`src/rtl/bus_hang_pkg.sv`:
```
package bus_hang_pkg;

    // Operating mode of the hang monitor
    typedef enum logic [1:0] {
        HM_OFF  = 2'd0,
        HM_HOLD = 2'd1,
        HM_RUN  = 2'd2
    } hm_state_e;

endpackage

```
`src/rtl/hm_mode_fsm.sv`:
```
module hm_mode_fsm
    import bus_hang_pkg::*;
(
    input  logic      clk,
    input  logic      rst,
    input  logic      en,
    input  logic      si,
    output hm_state_e state_q,
    output logic      cnt_inc,
    output logic      cnt_clr
);

    hm_state_e state_d;

    // next-state selection
    always_comb begin
        if (!en) begin
            state_d = HM_OFF;
        end else if (si) begin
            state_d = HM_HOLD;
        end else begin
            state_d = HM_RUN;
        end
    end

    // state register
    always_ff @(posedge clk) begin
        if (rst) begin
            state_q <= HM_OFF;
        end else begin
            state_q <= state_d;
        end
    end

    // counter control from the chosen mode
    always_comb begin
        cnt_inc = 1'b0;
        cnt_clr = 1'b0;
        unique case (state_d)
            HM_OFF:  cnt_clr = 1'b1;
            HM_HOLD: cnt_clr = 1'b1;
            HM_RUN:  cnt_inc = 1'b1;
            default: cnt_clr = 1'b1;
        endcase
    end

    // a hold request with the monitor enabled lands in HM_HOLD
    assert_hold_entry_R7: assert property (@(posedge clk) disable iff (rst)
        (en && si) |=> (state_q == HM_HOLD));

endmodule

```
`src/rtl/hm_window_counter.sv`:
```
module hm_window_counter #(
    parameter int CNT_W = 14
) (
    input  logic             clk,
    input  logic             rst,
    input  logic             inc,
    input  logic             clr,
    output logic [CNT_W-1:0] cnt_q,
    output logic             wrap
);

    localparam logic [CNT_W-1:0] CNT_MAX = {CNT_W{1'b1}};

    assign wrap = inc && (cnt_q == CNT_MAX);

    always_ff @(posedge clk) begin
        if (rst || clr) begin
            cnt_q <= '0;
        end else if (inc) begin
            cnt_q <= cnt_q + CNT_W'(1);
        end
    end

    // one step per counting cycle
    assert_step_R2: assert property (@(posedge clk) disable iff (rst)
        (inc && !clr && !wrap) |=> (cnt_q == $past(cnt_q) + CNT_W'(1)));

    // wrap returns the count to zero
    assert_wrap_R9: assert property (@(posedge clk) disable iff (rst)
        wrap |=> (cnt_q == '0));

endmodule

```
`src/rtl/hm_sticky_flag.sv`:
```
module hm_sticky_flag #(
    parameter int DATA_W  = 8,
    parameter int CLR_BIT = 0
) (
    input  logic              clk,
    input  logic              rst,
    input  logic              set,
    input  logic              wr_en,
    input  logic [DATA_W-1:0] wr_data,
    output logic              flag_q,
    output logic              irq_q
);

    logic clr_req;
    logic flag_d;
    logic unused_wr_bits;

    assign unused_wr_bits = ^wr_data;
    assign clr_req        = wr_en && wr_data[CLR_BIT];

    // overflow has priority over a clear
    always_comb begin
        if (set) begin
            flag_d = 1'b1;
        end else if (clr_req) begin
            flag_d = 1'b0;
        end else begin
            flag_d = flag_q;
        end
    end

    always_ff @(posedge clk) begin
        if (rst) begin
            flag_q <= 1'b0;
            irq_q  <= 1'b0;
        end else begin
            flag_q <= flag_d;
            irq_q  <= flag_d;
        end
    end

    // flag holds without a clear
    assert_sticky_R4: assert property (@(posedge clk) disable iff (rst)
        (flag_q && !clr_req) |=> flag_q);

    // overflow beats a clear on the same edge
    assert_set_wins_R6: assert property (@(posedge clk) disable iff (rst)
        (set && clr_req) |=> flag_q);

    // request mirrors the flag
    assert_irq_match_R3: assert property (@(posedge clk) disable iff (rst)
        irq_q == flag_q);

endmodule

```
`src/rtl/bus_hang_monitor.sv`:
```
module bus_hang_monitor
    import bus_hang_pkg::*;
#(
    parameter int CNT_W   = 14,
    parameter int DATA_W  = 8,
    parameter int CLR_BIT = 0
) (
    input  logic              clk,
    input  logic              rst,
    input  logic              tmo_en,
    input  logic              si_flag,
    input  logic              wr_stb,
    input  logic [DATA_W-1:0] wr_data,
    output logic              tmo_flag,
    output logic              tmo_irq
);

    hm_state_e        mode_q;
    logic             cnt_inc;
    logic             cnt_clr;
    logic [CNT_W-1:0] cnt_q;
    logic             cnt_wrap;

    hm_mode_fsm u_fsm (
        .clk     (clk),
        .rst     (rst),
        .en      (tmo_en),
        .si      (si_flag),
        .state_q (mode_q),
        .cnt_inc (cnt_inc),
        .cnt_clr (cnt_clr)
    );

    hm_window_counter #(.CNT_W(CNT_W)) u_cnt (
        .clk   (clk),
        .rst   (rst),
        .inc   (cnt_inc),
        .clr   (cnt_clr),
        .cnt_q (cnt_q),
        .wrap  (cnt_wrap)
    );

    hm_sticky_flag #(.DATA_W(DATA_W), .CLR_BIT(CLR_BIT)) u_flag (
        .clk     (clk),
        .rst     (rst),
        .set     (cnt_wrap),
        .wr_en   (wr_stb),
        .wr_data (wr_data),
        .flag_q  (tmo_flag),
        .irq_q   (tmo_irq)
    );

    // disabled monitor holds a zero count
    assert_off_zero_R8: assert property (@(posedge clk) disable iff (rst)
        (mode_q == HM_OFF) |-> (cnt_q == '0));

    // hold state holds a zero count
    assert_hold_zero_R7: assert property (@(posedge clk) disable iff (rst)
        (mode_q == HM_HOLD) |-> (cnt_q == '0));

    // reset leaves flag and request low
    assert_reset_clear_R1: assert property (@(posedge clk)
        rst |=> (!tmo_flag && !tmo_irq && cnt_q == '0));

endmodule

```
`config.mk`:
```
export PLATFORM = sky130hd
export DESIGN_NAME = bus_hang_monitor
export DESIGN_NICKNAME = d
export VERILOG_FILES = /design/src/rtl/bus_hang_pkg.sv /design/src/rtl/hm_mode_fsm.sv /design/src/rtl/hm_window_counter.sv /design/src/rtl/hm_sticky_flag.sv /design/src/rtl/bus_hang_monitor.sv
export SDC_FILE = /design/constraint.sdc
export NUM_CORES = 1
export LEC_CHECK = 0
export BUFFER_PORTS_ARGS = -buffer_cell sky130_fd_sc_hd__buf_4
export CAP_MARGIN = 20
export CORE_ASPECT_RATIO = 0.9
export CORE_MARGIN = 2
export CORE_UTILIZATION = 45
export CTS_CLUSTER_DIAMETER = 200
export DETAILED_ROUTE_END_ITERATION = 8
export PLACE_DENSITY = 0.71
export SYNTH_ARGS = -nofsm -noshare
export SYNTH_HDL_FRONTEND = slang
export SYNTH_SLANG_ARGS = --single-unit
```
`constraint.sdc`:
```
create_clock -name clk -period 4.5 [get_ports clk]
set_clock_uncertainty 0.1 [all_clocks]
set_input_delay 0.45 -clock clk [delete_from_list [all_inputs] [get_ports clk]]
set_output_delay 0.45 -clock clk [all_outputs]
set_load 0.05 [all_outputs]
```
# After elaboration in Yosys (flattened, before gate mapping)
# Cells that the tools add are included.
# totals
reg_bits	15
# classes
n_addsub	1
n_eq_ne	2
n_mux	6
reduce_logical	4
# op_table
cell	n
adder 14 x 1 -> 14 bit (second input constant)	1
equality test 14 bit (second input constant)	1
two-way mux 1 bit	4
two-way mux 2 bit	2
equality test 2 bit (second input constant)	1
logical AND 1 bit	2
nonzero test 2 bit	1
logical OR 1 bit	1

# Longest topological paths before layout
# logic_depth
depth_word	6
depth_mapped	4
mapped_depth_nobuf	4

# Hierarchy
# From an unflattened synthesis, not the netlist that was laid out.
# hier_totals
cells_unflattened	87
area_unflattened_um2	792.0
# modules_own_cells
module	n_inst	cells_per_inst	area_each_um2
hm_window_counter	1	76	668.1
hm_mode_fsm	1	6	73.8
hm_sticky_flag	1	5	50.0

# Least setup slack after synthesis
# Ideal clock, no wire load.
# synth_path
kind	flip-flop to flip-flop
start	reg u_cnt.cnt_q[0]
end	reg u_cnt.cnt_q[10]
setup_time_ns	0.075
arrival_time_ns	1.342
t_required_ns	4.325
slack_ns	2.984
stages_incl_launch_ff	5
cell_sequence	dfxtp_1 ha_1 nand3_1 or4_1 a21oi_1
# synth_between
elab_chain_cells	1
# synth_rtl
item	line	rtl
start, declared	hm_window_counter.sv:8	output logic [CNT_W-1:0] cnt_q,
start signal, assigned	hm_window_counter.sv:20	cnt_q <= cnt_q + CNT_W'(1);
adder 14 x 1 -> 14 bit	hm_window_counter.sv:20	
# Every way passes these cells.
# A chain may end at the register's enable or synchronous reset.

# Final worst setup path
# Ends and elaborated chain as after synthesis.

==> results by stage <==
Run status:
- The flow ran to the end, and the final reports show no timing, DRC or antenna violations.

Routing:
- The count of nets left with antenna violations once routing finished came out at 0.
- The routed wire length per instance is 13.2 um.
- The first detailed-routing pass ran for 4 iterations.
- In the routed layout, each cell is associated on average with a via count of 5.86.
- Across all layers, the routed design uses 586 vias.
- The DRC violations left is 0.
- The DRC violation total after the first TritonRoute iteration is 17.
- The total length of routed wires is 1320 um.

Synthesis:
- The count of mapped cells out of synthesis is 75.
- The number of distinct library cell variants in the gate-level netlist after synthesis is 28.
- The post-synth net total is 89.
- The mean cell area of the mapped netlist is 9.19 um^2.
- The number of synthesis warnings is 0.
- The synthesized flop and latch total is 15.
- Of the synthesized area, sequential elements account for 43.6%.
- In this run the cell area of the synthesized design comes to 689 um^2.

Global route:
- The via count of the first global-routing pass came to 583.
- The first global-routing pass estimated 2440 um of wire.
- After global routing the overflow that remains totals 0.
- The largest net degree at the start of global routing is 11.
- Global routing used 19.0% of the available tracks across all layers.
- The initial antenna violation count is 0.

Timing:
- The max-slew violation count is 0.
- Setup violations remaining at the end of the flow were counted as 0.
- The worst-margin pin slew is 0.658 ns.
- The worst path in the final design needs a cycle of 1.69 ns, including I/O delays and setup.
- The worst slew slack as a fraction of its limit is 56.0%.
- Based on the critical path, the design can be clocked at up to 0.592 GHz.
- The setup TNS is 0 ns.
- Setup repair after global routing left no endpoint under its margin.
- The final critical path takes up 37.5% of the cycle.
- The final hold violation count was 0.

CTS:
- The maximum clock insertion buffer count is 2.
- The count of buffers added by post-CTS timing repair for setup is 0.
- The worst-skew pair later-pin latency is 0.28 ns.
- The clock tree root driver cell is clkbuf_4.
- The number of sinks handled by clock tree synthesis is 15.
- Clock tree synthesis inserted a total of 3 buffers.
- TritonCTS built the clock tree.
- The hold-fix buffer count after cts is 0.
- Gates resized during post-CTS repair numbered 0.
- Clock-pin slew was measured on the worst setup and hold paths at 0.08 ns.
- In this run the number of H-tree levels came out at 1.

Critical path:
- The class of the most critical setup path is flop to flop.
- The data required time of the critical path is 4.60 ns.
- STA classifies the critical path startpoint as a flop.
- In this run the worst path has a maximum fanout of 6.
- The worst setup path is captured at a flop.
- For the worst setup path, the data arrival time is 1.79 ns.

Floorplanning:
- Pin placement for this block handled 15 I/O pins.
- The die outline area is 1860 um^2.
- The die is 45.3 um wide.
- The floorplan die height is 41.1 um.
- The placeable core region is 1450 um^2.
- The total number of placement rows is 13.
- The starting utilization of the core area is 47.6%.

Placement:
- The cell count after placement is 96.
- During placement, the flow inserted port buffers numbering 7.
- Routability-driven placement finished with a final weighted congestion of 0.715.
- The half-perimeter wire length of the detailed placement result is 948 um.

Pwr:
- The leakage power of the design is 0.255 nW.
- The power density of the placed cells is 276 nW/um^2.
- Of the total power, registers draw 62.1%.
- The internal power contribution is 0.171 mW.
- For this design the total switching power over the nets is 0.0439 mW.
- The combinational group share of total power is 3.4%.
- The part of the total power dissipated in the clock network is 34.5%.
- The worst-case vdd ir drop is 196 uV.
- The switching power share of the total is 20.4%.

Finish:
- The final core utilization is 53.8%.
- The post-route netlist has 14.1% of its cells at a drive strength greater than 1.
- The library cell used most frequently in the layout, excluding fill and tap cells, is dfxtp_1.
- The finished layout holds 100 standard cells, fillers aside.
- The signed area change from the synthesized netlist to the final layout is 13.1%.
- The number of antenna diodes in the final layout is 0.
- In the layout the commonest cells are dfxtp_1 (15), buf_4 (7), a21oi_1 (6).
- The net count of the finished layout is 100.

Flow run:
- The tool flagged a number of max-cap violations equal to 0.

Hold path:
- The path type of the worst min-delay path is flop to flop.
[sequential cells by signal, indices dropped and copies added, names as in the netlist]
register and count:
u_flag.irq_q 1, u_cnt.cnt_q 14
[path summary, 6_finish.rpt]
kind	from	endpoint	slack (ns)	cells after the start
worst max register to register	u_cnt.cnt_q[0]$_SDFFE_PP0N_	u_cnt.cnt_q[10]$_SDFFE_PP0N_	2.81	4
worst min register to register	u_cnt.cnt_q[12]$_SDFFE_PP0N_	u_cnt.cnt_q[12]$_SDFFE_PP0N_	0.39	2
worst max-delay path	u_cnt.cnt_q[0]$_SDFFE_PP0N_	u_cnt.cnt_q[10]$_SDFFE_PP0N_	2.81	4
worst min-delay path	u_cnt.cnt_q[12]$_SDFFE_PP0N_	u_cnt.cnt_q[12]$_SDFFE_PP0N_	0.39	2
[logic make-up after synthesis]
group                    count (synthesis)  synth area share [%]
AND/OR/NAND/NOR                         35                  31.6
AO/OA/AOI/OAI                           15                  13.6
flip-flops                              15                  43.6
buffers and inverters                    4                  2.72
XOR/XNOR                                 3                  3.81
multiplexers                             2                  2.90
adder cells (fa/ha/maj)                  1                  1.81
[final cells by class]
type                       instances  area [um^2]
clock buffer                       4         26.3
fill                             137          668
inverter                           3         11.3
multi-input combinational         56          370
sequential                        15          300
tap                               15         18.8
timing repair buffer               7         52.6
[power groups by stage]
stage / registers (mW) / clock network, mW / logic, mW
5_1_grt: 0.134 / 0.0841 / 0.00844
2_1_floorplan: 0.137 / 0 / 0.00286
3_3_place_gp: 0.137 / 0 / 0.00721
4_1_cts: 0.134 / 0.0772 / 0.00736
6_report: 0.134 / 0.0744 / 0.00731
3_5_place_dp: 0.137 / 0 / 0.00734
[cells in the mapped netlist (all sizes together)]
cell    count  area share [%]
buf         1             1.1
o31ai       4             4.4
nor3b       1             1.1
nand2b      2             1.8
and3        1            0.91
inv         3             1.6
and2        1            0.91
nand4       3             4.9
o21a        2             2.2
o21ai       2             1.5
a21oi       6             4.4
nor2        4             2.2
or4         4             4.4
xor2        2             2.5
or3         2             1.8
nor4        3             2.7
nand4b      1             1.3
ha          1             1.8
mux2i       2             2.9
dfxtp      15              44
nor3        1            0.73
nand3       6             5.1
xnor2       1             1.3
a31o        1             1.3
nand3b      1             1.1
nand2       5             2.7
[per-stage QoR]
stage	power, mW	instance area, um^2	worst slack (ns)	hold slack, ns
2_1_floorplan	0.139	689	2.98	0.341
3_3_place_gp	0.144	753	2.83	0.360
3_5_place_dp	0.144	753	2.85	0.367
4_1_cts	0.218	779	2.82	0.389
5_1_grt	0.226	779	2.72	0.417
6_report	0.215	779	2.81	0.386
[worst max-delay path, stage by stage (launching register included)]
cell and delay (ns):
dfxtp_1 0.40, ha_1 0.27, nand3_1 0.19, or4_1 0.51
a21oi_1 0.15
[per-layer routing]
layer	vias up	global-route usage [%]	part of all wire (%)
li1	300	-	-
met1	268	24.2	50
met2	16	30.7	44
met3	2	6.61	4.9
met4	0	5.15	0.76
met5	-	0	0
Power figures use the tool's default switching activity.
